$ cat config.mk
export PLATFORM = sky130hd
export DESIGN_NAME = implicit_alu
export DESIGN_NICKNAME = d
export VERILOG_FILES = /design/src/rtl/implicit_alu_pkg.sv /design/src/rtl/alu_op_decode.sv /design/src/rtl/alu_arith.sv /design/src/rtl/alu_bitwise.sv /design/src/rtl/implicit_alu.sv
export SDC_FILE = /design/constraint.sdc
export NUM_CORES = 1
export LEC_CHECK = 0
export BUFFER_PORTS_ARGS = -buffer_cell sky130_fd_sc_hd__buf_2
export CAP_MARGIN = 20
export CORE_MARGIN = 4
export CORE_UTILIZATION = 25
export CTS_CLUSTER_DIAMETER = 50
export CTS_CLUSTER_SIZE = 40
export DETAILED_ROUTE_END_ITERATION = 7
export PLACE_DENSITY = 0.4
export SKIP_LAST_GASP = 1
export SLEW_MARGIN = 30
export SYNTH_ARGS = -nofsm -noshare
export SYNTH_HDL_FRONTEND = slang
export SYNTH_SLANG_ARGS = --single-unit
$ cat constraint.sdc
create_clock -name clk -period 3.8 [get_ports clk]
set_input_delay 0.19 -clock clk [delete_from_list [all_inputs] [get_ports clk]]
set_output_delay 0.19 -clock clk [all_outputs]
set_load 0.005 [all_outputs]
$ cat src/rtl/implicit_alu_pkg.sv
package implicit_alu_pkg;
  // Operation selector, numbered to match the upper nibble of the code.
  typedef enum logic [3:0] {
    OP_SUBC = 4'h0,
    OP_ADD  = 4'h1,
    OP_SUB  = 4'h2,
    OP_ADDC = 4'h3,
    OP_INV  = 4'h4,
    OP_AND  = 4'h5,
    OP_OR   = 4'h6,
    OP_INC  = 4'h7,
    OP_CPL2 = 4'h8,
    OP_CAT  = 4'h9,
    OP_PASS = 4'hA,
    OP_DEC  = 4'hB,
    OP_MUL8 = 4'hC
  } alu_op_e;

  localparam int unsigned SEL_W   = 4;
  localparam int unsigned NUM_OPS = 13;
endpackage

$ cat src/rtl/alu_op_decode.sv
module alu_op_decode
  import implicit_alu_pkg::*;
#(
  parameter int unsigned CODE_W = 12
) (
  input  logic [CODE_W-1:0] code,
  output alu_op_e           op,
  output logic              known
);
  localparam int unsigned LOW_W = CODE_W - SEL_W;

  logic [SEL_W-1:0] sel;

  assign sel   = code[CODE_W-1 -: SEL_W];
  assign op    = alu_op_e'(sel);
  assign known = (code[LOW_W-1:0] == '0) && (32'(sel) < NUM_OPS);
endmodule

$ cat src/rtl/alu_arith.sv
module alu_arith
  import implicit_alu_pkg::*;
#(
  parameter int unsigned W = 16
) (
  input  alu_op_e      op,
  input  logic [W-1:0] a,
  input  logic [W-1:0] b,
  input  logic         cin,
  output logic [W-1:0] res,
  output logic         cout,
  output logic         is_arith
);
  localparam int unsigned EW = W + 1;

  logic [EW-1:0] ea, eb, ec, one, ext;

  assign ea  = {1'b0, a};
  assign eb  = {1'b0, b};
  assign ec  = {{W{1'b0}}, cin};
  assign one = {{W{1'b0}}, 1'b1};

  always_comb begin
    ext      = '0;
    is_arith = 1'b1;
    unique case (op)
      OP_ADD:  ext = ea + eb;
      OP_ADDC: ext = ea + eb + ec;
      OP_SUB:  ext = ea - eb;        // top bit is the borrow
      OP_SUBC: ext = ea - eb - ec;
      OP_INC:  ext = ea + one;
      OP_DEC:  ext = ea - one;
      default: is_arith = 1'b0;
    endcase
  end

  assign res  = ext[W-1:0];
  assign cout = ext[W];
endmodule

$ cat src/rtl/alu_bitwise.sv
module alu_bitwise
  import implicit_alu_pkg::*;
#(
  parameter int unsigned W = 16
) (
  input  alu_op_e      op,
  input  logic [W-1:0] a,
  input  logic [W-1:0] b,
  output logic [W-1:0] res
);
  localparam int unsigned HALF = W / 2;

  logic [W-1:0] prod;

  assign prod = W'(a[HALF-1:0]) * W'(b[HALF-1:0]);

  always_comb begin
    unique case (op)
      OP_INV:  res = ~a;
      OP_AND:  res = a & b;
      OP_OR:   res = a | b;
      OP_CPL2: res = (~a) + W'(1);
      OP_CAT:  res = {a[HALF-1:0], b[HALF-1:0]};
      OP_PASS: res = a;
      OP_MUL8: res = prod;
      default: res = '0;
    endcase
  end
endmodule

$ cat src/rtl/implicit_alu.sv
module implicit_alu
  import implicit_alu_pkg::*;
#(
  parameter int unsigned W      = 16,
  parameter int unsigned CODE_W = 12
) (
  input  logic              clk,
  input  logic              rst_n,
  input  logic              start,
  input  logic [CODE_W-1:0] op_code,
  input  logic [W-1:0]      src1,
  input  logic [W-1:0]      src2,
  output logic [W-1:0]      result,
  output logic              done,
  output logic              zero_flag,
  output logic              carry_flag
);
  alu_op_e      op;
  logic         known;
  logic [W-1:0] arith_res, bit_res, nxt;
  logic         arith_cout, is_arith;

  alu_op_decode #(.CODE_W(CODE_W)) dec_i (
    .code (op_code),
    .op   (op),
    .known(known)
  );

  alu_arith #(.W(W)) arith_i (
    .op      (op),
    .a       (src1),
    .b       (src2),
    .cin     (carry_flag),
    .res     (arith_res),
    .cout    (arith_cout),
    .is_arith(is_arith)
  );

  alu_bitwise #(.W(W)) bitw_i (
    .op (op),
    .a  (src1),
    .b  (src2),
    .res(bit_res)
  );

  assign nxt = is_arith ? arith_res : bit_res;

  always_ff @(posedge clk or negedge rst_n) begin
    if (!rst_n) begin
      result     <= '0;
      done       <= 1'b0;
      zero_flag  <= 1'b1;
      carry_flag <= 1'b0;
    end else begin
      done <= start;
      if (start && known) begin
        result    <= nxt;
        zero_flag <= (nxt == '0);
        if (is_arith) carry_flag <= arith_cout;
      end
    end
  end
endmodule

==> impl_metrics.tcl, run 1 <==
set metrics [dict create \
    crit_path_end_kind "register" \
    critPathSlowestCell "fa_1" \
    worst-path-buf-inv 6 \
    antenna_found_initial 0 \
    hpwlAfterDp_um 29200 \
    crit_start "src1[1]" \
    dpl-instance-area_um2 10100 \
    synthToLayoutAreaGrowth_pct 48.6 \
    root_buffer "clkbuf_16" \
    synth_cell_types 86 \
    syn_area_um2 7460 \
    die-height_um 181 \
    min_period_over_period 1.28 \
    initial_core_util 0.256 \
    drv_slew 0 \
    final.setup.worst_slack_ns -1.08 \
    die_area_um2 32700 \
    die_w_um 181 \
    crit_type "in -> reg" \
    crit_cells 23 \
    via_per_inst 5.06 \
    nets 1502 \
    crit_path_end "zero_flag$_DFFE_PN1P_" \
    status "finished with violations" \
    antenna_cells 0 \
    final_cell_area_um2 11100 \
    yosys_warnings 0 \
    final_cell_mix "buf_4, nor2_1, ha_1" \
    p_seq_frac 0.064 \
    relSlewSlack 0.369 \
    fin_cells 1695 \
    vias 8571 \
    ys.flop_type "dfrtp_1" \
    grt_pass1_vias 8752 \
    critPathMaxFanout 5 \
    hold_violations 0 \
    grt_usage 0.200 \
    synth-edff-count 0 \
    power_density_nw_per_um2 313 \
    drive_gt1_frac 0.375 \
    grt.overflow.total 0 \
    rsz0062_at_grt "yes" \
    grt_max_degree 23 \
    grt_pass1_wl_um 51500 \
    period_minus_slack_ns 4.88 \
    place.gp.congestion 0.881 \
    drtPass1Iterations 5 \
    pin_count 66 \
    ant_nets 0 \
    syn_nets 1189 \
    hold_slack_ns 0.0575 \
    skew_ns 0.00148 \
    insertion_delay_ns 0.25 \
    slowest_delay_ns 0.54 \
    syn_area_per_cell_um2 7.46 \
    io_buffer_count 65 \
    ys_seq_area_frac 0.0639 \
    clockPowerShare 0.062 \
    clk_pin_slew_worst_paths_ns 0.05 \
    tightestPinTransition_ns 0.940 \
    cp_data_required_time_ns 3.99 \
    fillers 3121 \
    min_path_type "in -> reg" \
    cap_viol_max_count 0 \
    r2r-end "zero_flag$_DFFE_PN1P_" \
    layout_commonest_cell "buf_4" \
    crit_path_cell_trace "buf_8 -> clkinvlp_4 -> buf_4 -> nor2_4 -> fa_2 -> fa_1 -> inv_1 -> fa_1 -> fa_1 -> inv_1 -> ha_4 -> a211oi_4 -> nor2_4 -> or4_4 -> a31o_4 -> a21oi_4 -> xor2_1 -> buf_4 -> o22ai_4 -> a211oi_2 -> o211ai_1 -> nor4_2 -> a32o_1" \
    cts_tree "built" \
    timing.rr.start "carry_flag$_DFFE_PN0P_" \
    cts_made_buffers 3 \
    core_um2 29100 \
    routed_wl_um 33800 \
    fmaxAchievable_ghz 0.205 \
    p_leak_nw 5.13 \
    rows 62 \
    max-vdd-ir-drop_uv 205 \
    cts.htree.levels 1 \
    drtIter0Drc 577 \
    cpMostUsedCell "fa_1" \
    drc 0 \
    violations "negative setup slack" \
    cp-start-kind "primary input" \
    cts.path.max_buffers 2 \
    reg2regPathDepth 12 \
    wl_per_cell_um 20.0 \
    power_frac_comb 0.874 \
    cts.sinks 19 \
    setup_viol 13 \
    ys_ff_latch 19 \
    arrival_ns 5.07 \
    path_delay_family "adder cells" \
    switching_share 0.465 \
    synthArstFlopShare 1.00 \
    netlist_instances 999 \
    p_switching_mw 1.61 \
    regToRegSetupSlack_ns 0.43 \
    p_int_mw 1.85 \
    place_inst 1659 \
]
Yosys cell counts, drive strengths merged, types with 6 or more instances:
| cell type | instances | area [um^2] |
|---|---|---|
| and3 | 7 | 43.8 |
| a22oi | 13 | 97.6 |
| o21a | 6 | 45.0 |
| a31oi | 7 | 43.8 |
| nand3 | 17 | 85.1 |
| or4 | 6 | 45.0 |
| o31ai | 7 | 57.6 |
| nor3 | 30 | 150 |
| nand4 | 16 | 100 |
| buf | 14 | 86.3 |
| dfrtp | 18 | 450 |
| nor4 | 11 | 96.3 |
| o21bai | 7 | 52.6 |
| xor2 | 19 | 166 |
| a211oi | 15 | 123 |
| a2111oi | 7 | 73.8 |
| o211ai | 19 | 153 |
| o22ai | 8 | 50.1 |
| a21o | 18 | 135 |
| xnor2 | 58 | 516 |
| inv | 98 | 368 |
| a21oi | 73 | 377 |
| fa | 39 | 781 |
| o2111ai | 6 | 58.8 |
| clkbuf | 20 | 76.3 |
| o21ai | 45 | 229 |
| nand2b | 9 | 56.3 |
| ha | 104 | 1300 |
| nor2b | 10 | 62.6 |
| a221o | 8 | 80.1 |
| nor2 | 140 | 526 |
| o221ai | 7 | 61.3 |
| nand2 | 62 | 233 |
kinds of logic after synthesis:
family,share of synthesized area
compound gates,0.271
fa+ha+maj,0.281
simple gates,0.213
flops,0.0639
xor+xnor,0.0915
buf+inv,0.0737
mux,0.00688
state kept, by name, summed over array words and instances, names as in the netlist:
signal / flops
carry_flag: 1
done: 1
zero_flag: 1
result: 16
worst min-delay path by stage:
stage               depth (start not counted)  startpoint  slack [ns]                     end
finish                                      1       start        0.06          done$_DFF_PN0_
CTS                                         1       start        0.05          done$_DFF_PN0_
global route                                1       start        0.06          done$_DFF_PN0_
detailed placement                          1       rst_n        0.16   result[6]$_DFFE_PN0P_
floorplan                                   0       rst_n       -0.11  carry_flag$_DFFE_PN0P_
global placement                            1       rst_n        0.16   result[6]$_DFFE_PN0P_
area by class of cell:
class / count / area, um^2 / share of cell area
well taps: 384 / 480 / 0.0434
clock buffers: 4 / 78.8 / 0.00711
flip-flops and latches: 19 / 477 / 0.0430
multi-input cells: 843 / 7040 / 0.635
inverters: 103 / 435 / 0.0393
repair buffers: 342 / 2570 / 0.232
through the flow:
step | setup TNS [ns] | util | total power [mW] | setup WS (ns)
after floorplan | -4.22 | - | 1.65 | -0.797
after global placement | -13.97 | 0.349 | 2.82 | -1.56
after detailed placement | -14.39 | 0.349 | 2.81 | -1.61
after CTS | -8.61 | 0.373 | 3.34 | -1.03
after global routing | -11.12 | 0.381 | 3.73 | -1.26
final | -8.65 | 0.381 | 3.47 | -1.08
per-layer routing:
metal  GRT usage  wire length, um
met5           0                0
met3      0.0111             1200
met2       0.343            16100
met4      0.0499              813
met1       0.274            15700
power groups by stage:
stage	clock network, mW	registers (mW)	logic [mW]
final	0.214	0.222	3.03
after global routing	0.232	0.224	3.28
after floorplan	0	0.227	1.42
after detailed placement	0	0.226	2.59
after global placement	0	0.226	2.60
after CTS	0.222	0.222	2.90
what timing repair did:
| action | in CTS | in global routing |
|---|---|---|
| setup buffers | 21 | 11 |
| pin swaps | 46 | 29 |
| cloned | 0 | 0 |
| resized for setup | 113 | 32 |
| hold buffers | 1 | 0 |
| hold endpoints to repair | 18 | 0 |
| setup endpoints to repair | 14 | 14 |
(Power assumes the default switching activity.)
==> run 2, diff against run 1 <==
- SKIP_LAST_GASP: 1 -> not set
==> impl_metrics.tcl, run 2 (synthesis gave the netlist of run 1 again) <==
set metrics [dict create \
    multi_input_area_um2 7110 \
    status "finished with violations" \
    skew_ns 0.00150 \
    worst-path-buf-inv 6 \
    regToRegSetupSlack_ns 0.44 \
    antenna_found_initial 0 \
    power_density_nw_per_um2 313 \
    period_minus_slack_ns 4.88 \
    via_per_inst 5.07 \
    core_um2 29100 \
    fillers 3119 \
    vias 8593 \
    cp-start-kind "primary input" \
    initial_core_util 0.256 \
    hold_slack_ns 0.0575 \
    drtPass1Iterations 5 \
    grt.overflow.total 0 \
    crit_path_cell_trace "buf_8 -> clkinvlp_4 -> buf_4 -> nor2_4 -> fa_2 -> fa_1 -> inv_1 -> fa_1 -> fa_1 -> inv_1 -> ha_4 -> a211oi_4 -> nor2_4 -> or4_4 -> a31o_4 -> a21oi_4 -> xor2_1 -> buf_4 -> o22ai_4 -> a211oi_2 -> o211ai_1 -> nor4_2 -> a32o_1" \
    tightestPinTransition_ns 0.938 \
    crit_type "in -> reg" \
    fmaxAchievable_ghz 0.205 \
    antenna_cells 0 \
    regArea_um2 477 \
    nets 1502 \
    hold_violations 0 \
    final_cell_area_um2 11200 \
    drive_gt1_frac 0.379 \
    arrival_ns 5.07 \
    max-vdd-ir-drop_uv 204 \
    critPathSlowestCell "fa_1" \
    path_delay_family "adder cells" \
    grt_usage 0.200 \
    violations "negative setup slack" \
    cts.path.max_buffers 2 \
    layout_commonest_cell "buf_4" \
    rsz0062_at_grt "yes" \
    grt_pass1_wl_um 51500 \
    grt_pass1_vias 8747 \
    hpwlAfterDp_um 29200 \
    cts_made_buffers 3 \
    wl_per_cell_um 20.0 \
    rows 62 \
    synthToLayoutAreaGrowth_pct 49.7 \
    cpMostUsedCell "fa_1" \
    cts_tree "built" \
    die-height_um 181 \
    io_buffer_count 65 \
    pre_cts_ws_ns -1.61 \
    min_path_type "in -> reg" \
    final_cell_mix "buf_4, nor2_1, ha_1" \
    dpl-instance-area_um2 10100 \
    critPathMaxFanout 5 \
    p_leak_nw 5.14 \
    grt_max_degree 23 \
    ant_nets 0 \
    clk_pin_slew_worst_paths_ns 0.05 \
    cp_data_required_time_ns 3.99 \
    final.setup.worst_slack_ns -1.08 \
    drtIter0Drc 524 \
    place.gp.congestion 0.881 \
    min_period_over_period 1.28 \
    insertion_delay_ns 0.25 \
    crit_path_end_kind "register" \
    cts.htree.levels 1 \
    slowest_delay_ns 0.54 \
    root_buffer "clkbuf_16" \
    relSlewSlack 0.370 \
    largest_register_ffs 16 \
    cap_viol_max_count 0 \
    drc 0 \
    drv_slew 0 \
    top_register "result" \
    fin_setup_tns_ns -8.48 \
    setup_viol 13 \
    routed_wl_um 34000 \
    die_area_um2 32700 \
    die_w_um 181 \
    cts.sinks 19 \
    pin_count 66 \
]
[run 2: stage by stage]
stage / cells / util / power [mW]
after global placement: 1659 / 0.349 / 2.82
after global routing: 1695 / 0.384 / 3.76
after floorplan: 999 / - / 1.65
after detailed placement: 1659 / 0.349 / 2.81
final: 1695 / 0.384 / 3.50
after CTS: 1684 / 0.374 / 3.37
[run 2: routing by layer]
metal / track usage / up-vias / wire [um]
li1: - / 4213 / -
met1: 0.275 / 4103 / 15700
met2: 0.344 / 232 / 16200
met3: 0.0111 / 45 / 1320
met4: 0.0481 / 0 / 788
met5: 0 / - / 0
[run 2: worst reg2reg max path, cell delays in order (launching register included)]
cell,delay [ns]
dfrtp_1,0.42
ha_1,0.25
ha_1,0.28
a221oi_1,0.30
nand3_1,0.18
or4_1,0.46
nor3_1,0.23
nand4_1,0.15
nor4_2,0.29
buf_4,0.16
nand4b_1,0.12
nor4_2,0.28
a32o_1,0.19
[run 2: final timing paths]
path                                             start                    end  cells after the start
worst min-delay path                             start         done$_DFF_PN0_                      1
min in group asynchronous                        rst_n  result[4]$_DFFE_PN0P_                      2
worst max-delay path                           src1[1]  zero_flag$_DFFE_PN1P_                     23
worst max register to register  carry_flag$_DFFE_PN0P_  zero_flag$_DFFE_PN1P_                     12
worst min register to register   result[6]$_DFFE_PN0P_  result[6]$_DFFE_PN0P_                      2
max in group asynchronous                        rst_n  zero_flag$_DFFE_PN1P_                      2
[run 2: power by group]
group	switching (mW)	internal [mW]
Clock	0.0714	0.143
Combinational	1.55	1.50
Sequential	0.00628	0.216
[run 2: area by class of cell]
cell class,count,share of cell area
flip-flops and latches,19,0.0427
multi-input cells,843,0.638
well taps,384,0.0431
repair buffers,342,0.231
inverters,103,0.0390
clock buffers,4,0.00706
[run 2: what timing repair did]
action | 4_1_cts | 5_1_grt
buffers inserted | 21 | 11
setup endpoints to repair | 14 | 14
gates resized for setup | 120 | 37
pin swaps | 46 | 30
hold endpoints to repair | 18 | 0
hold buffers | 1 | 0
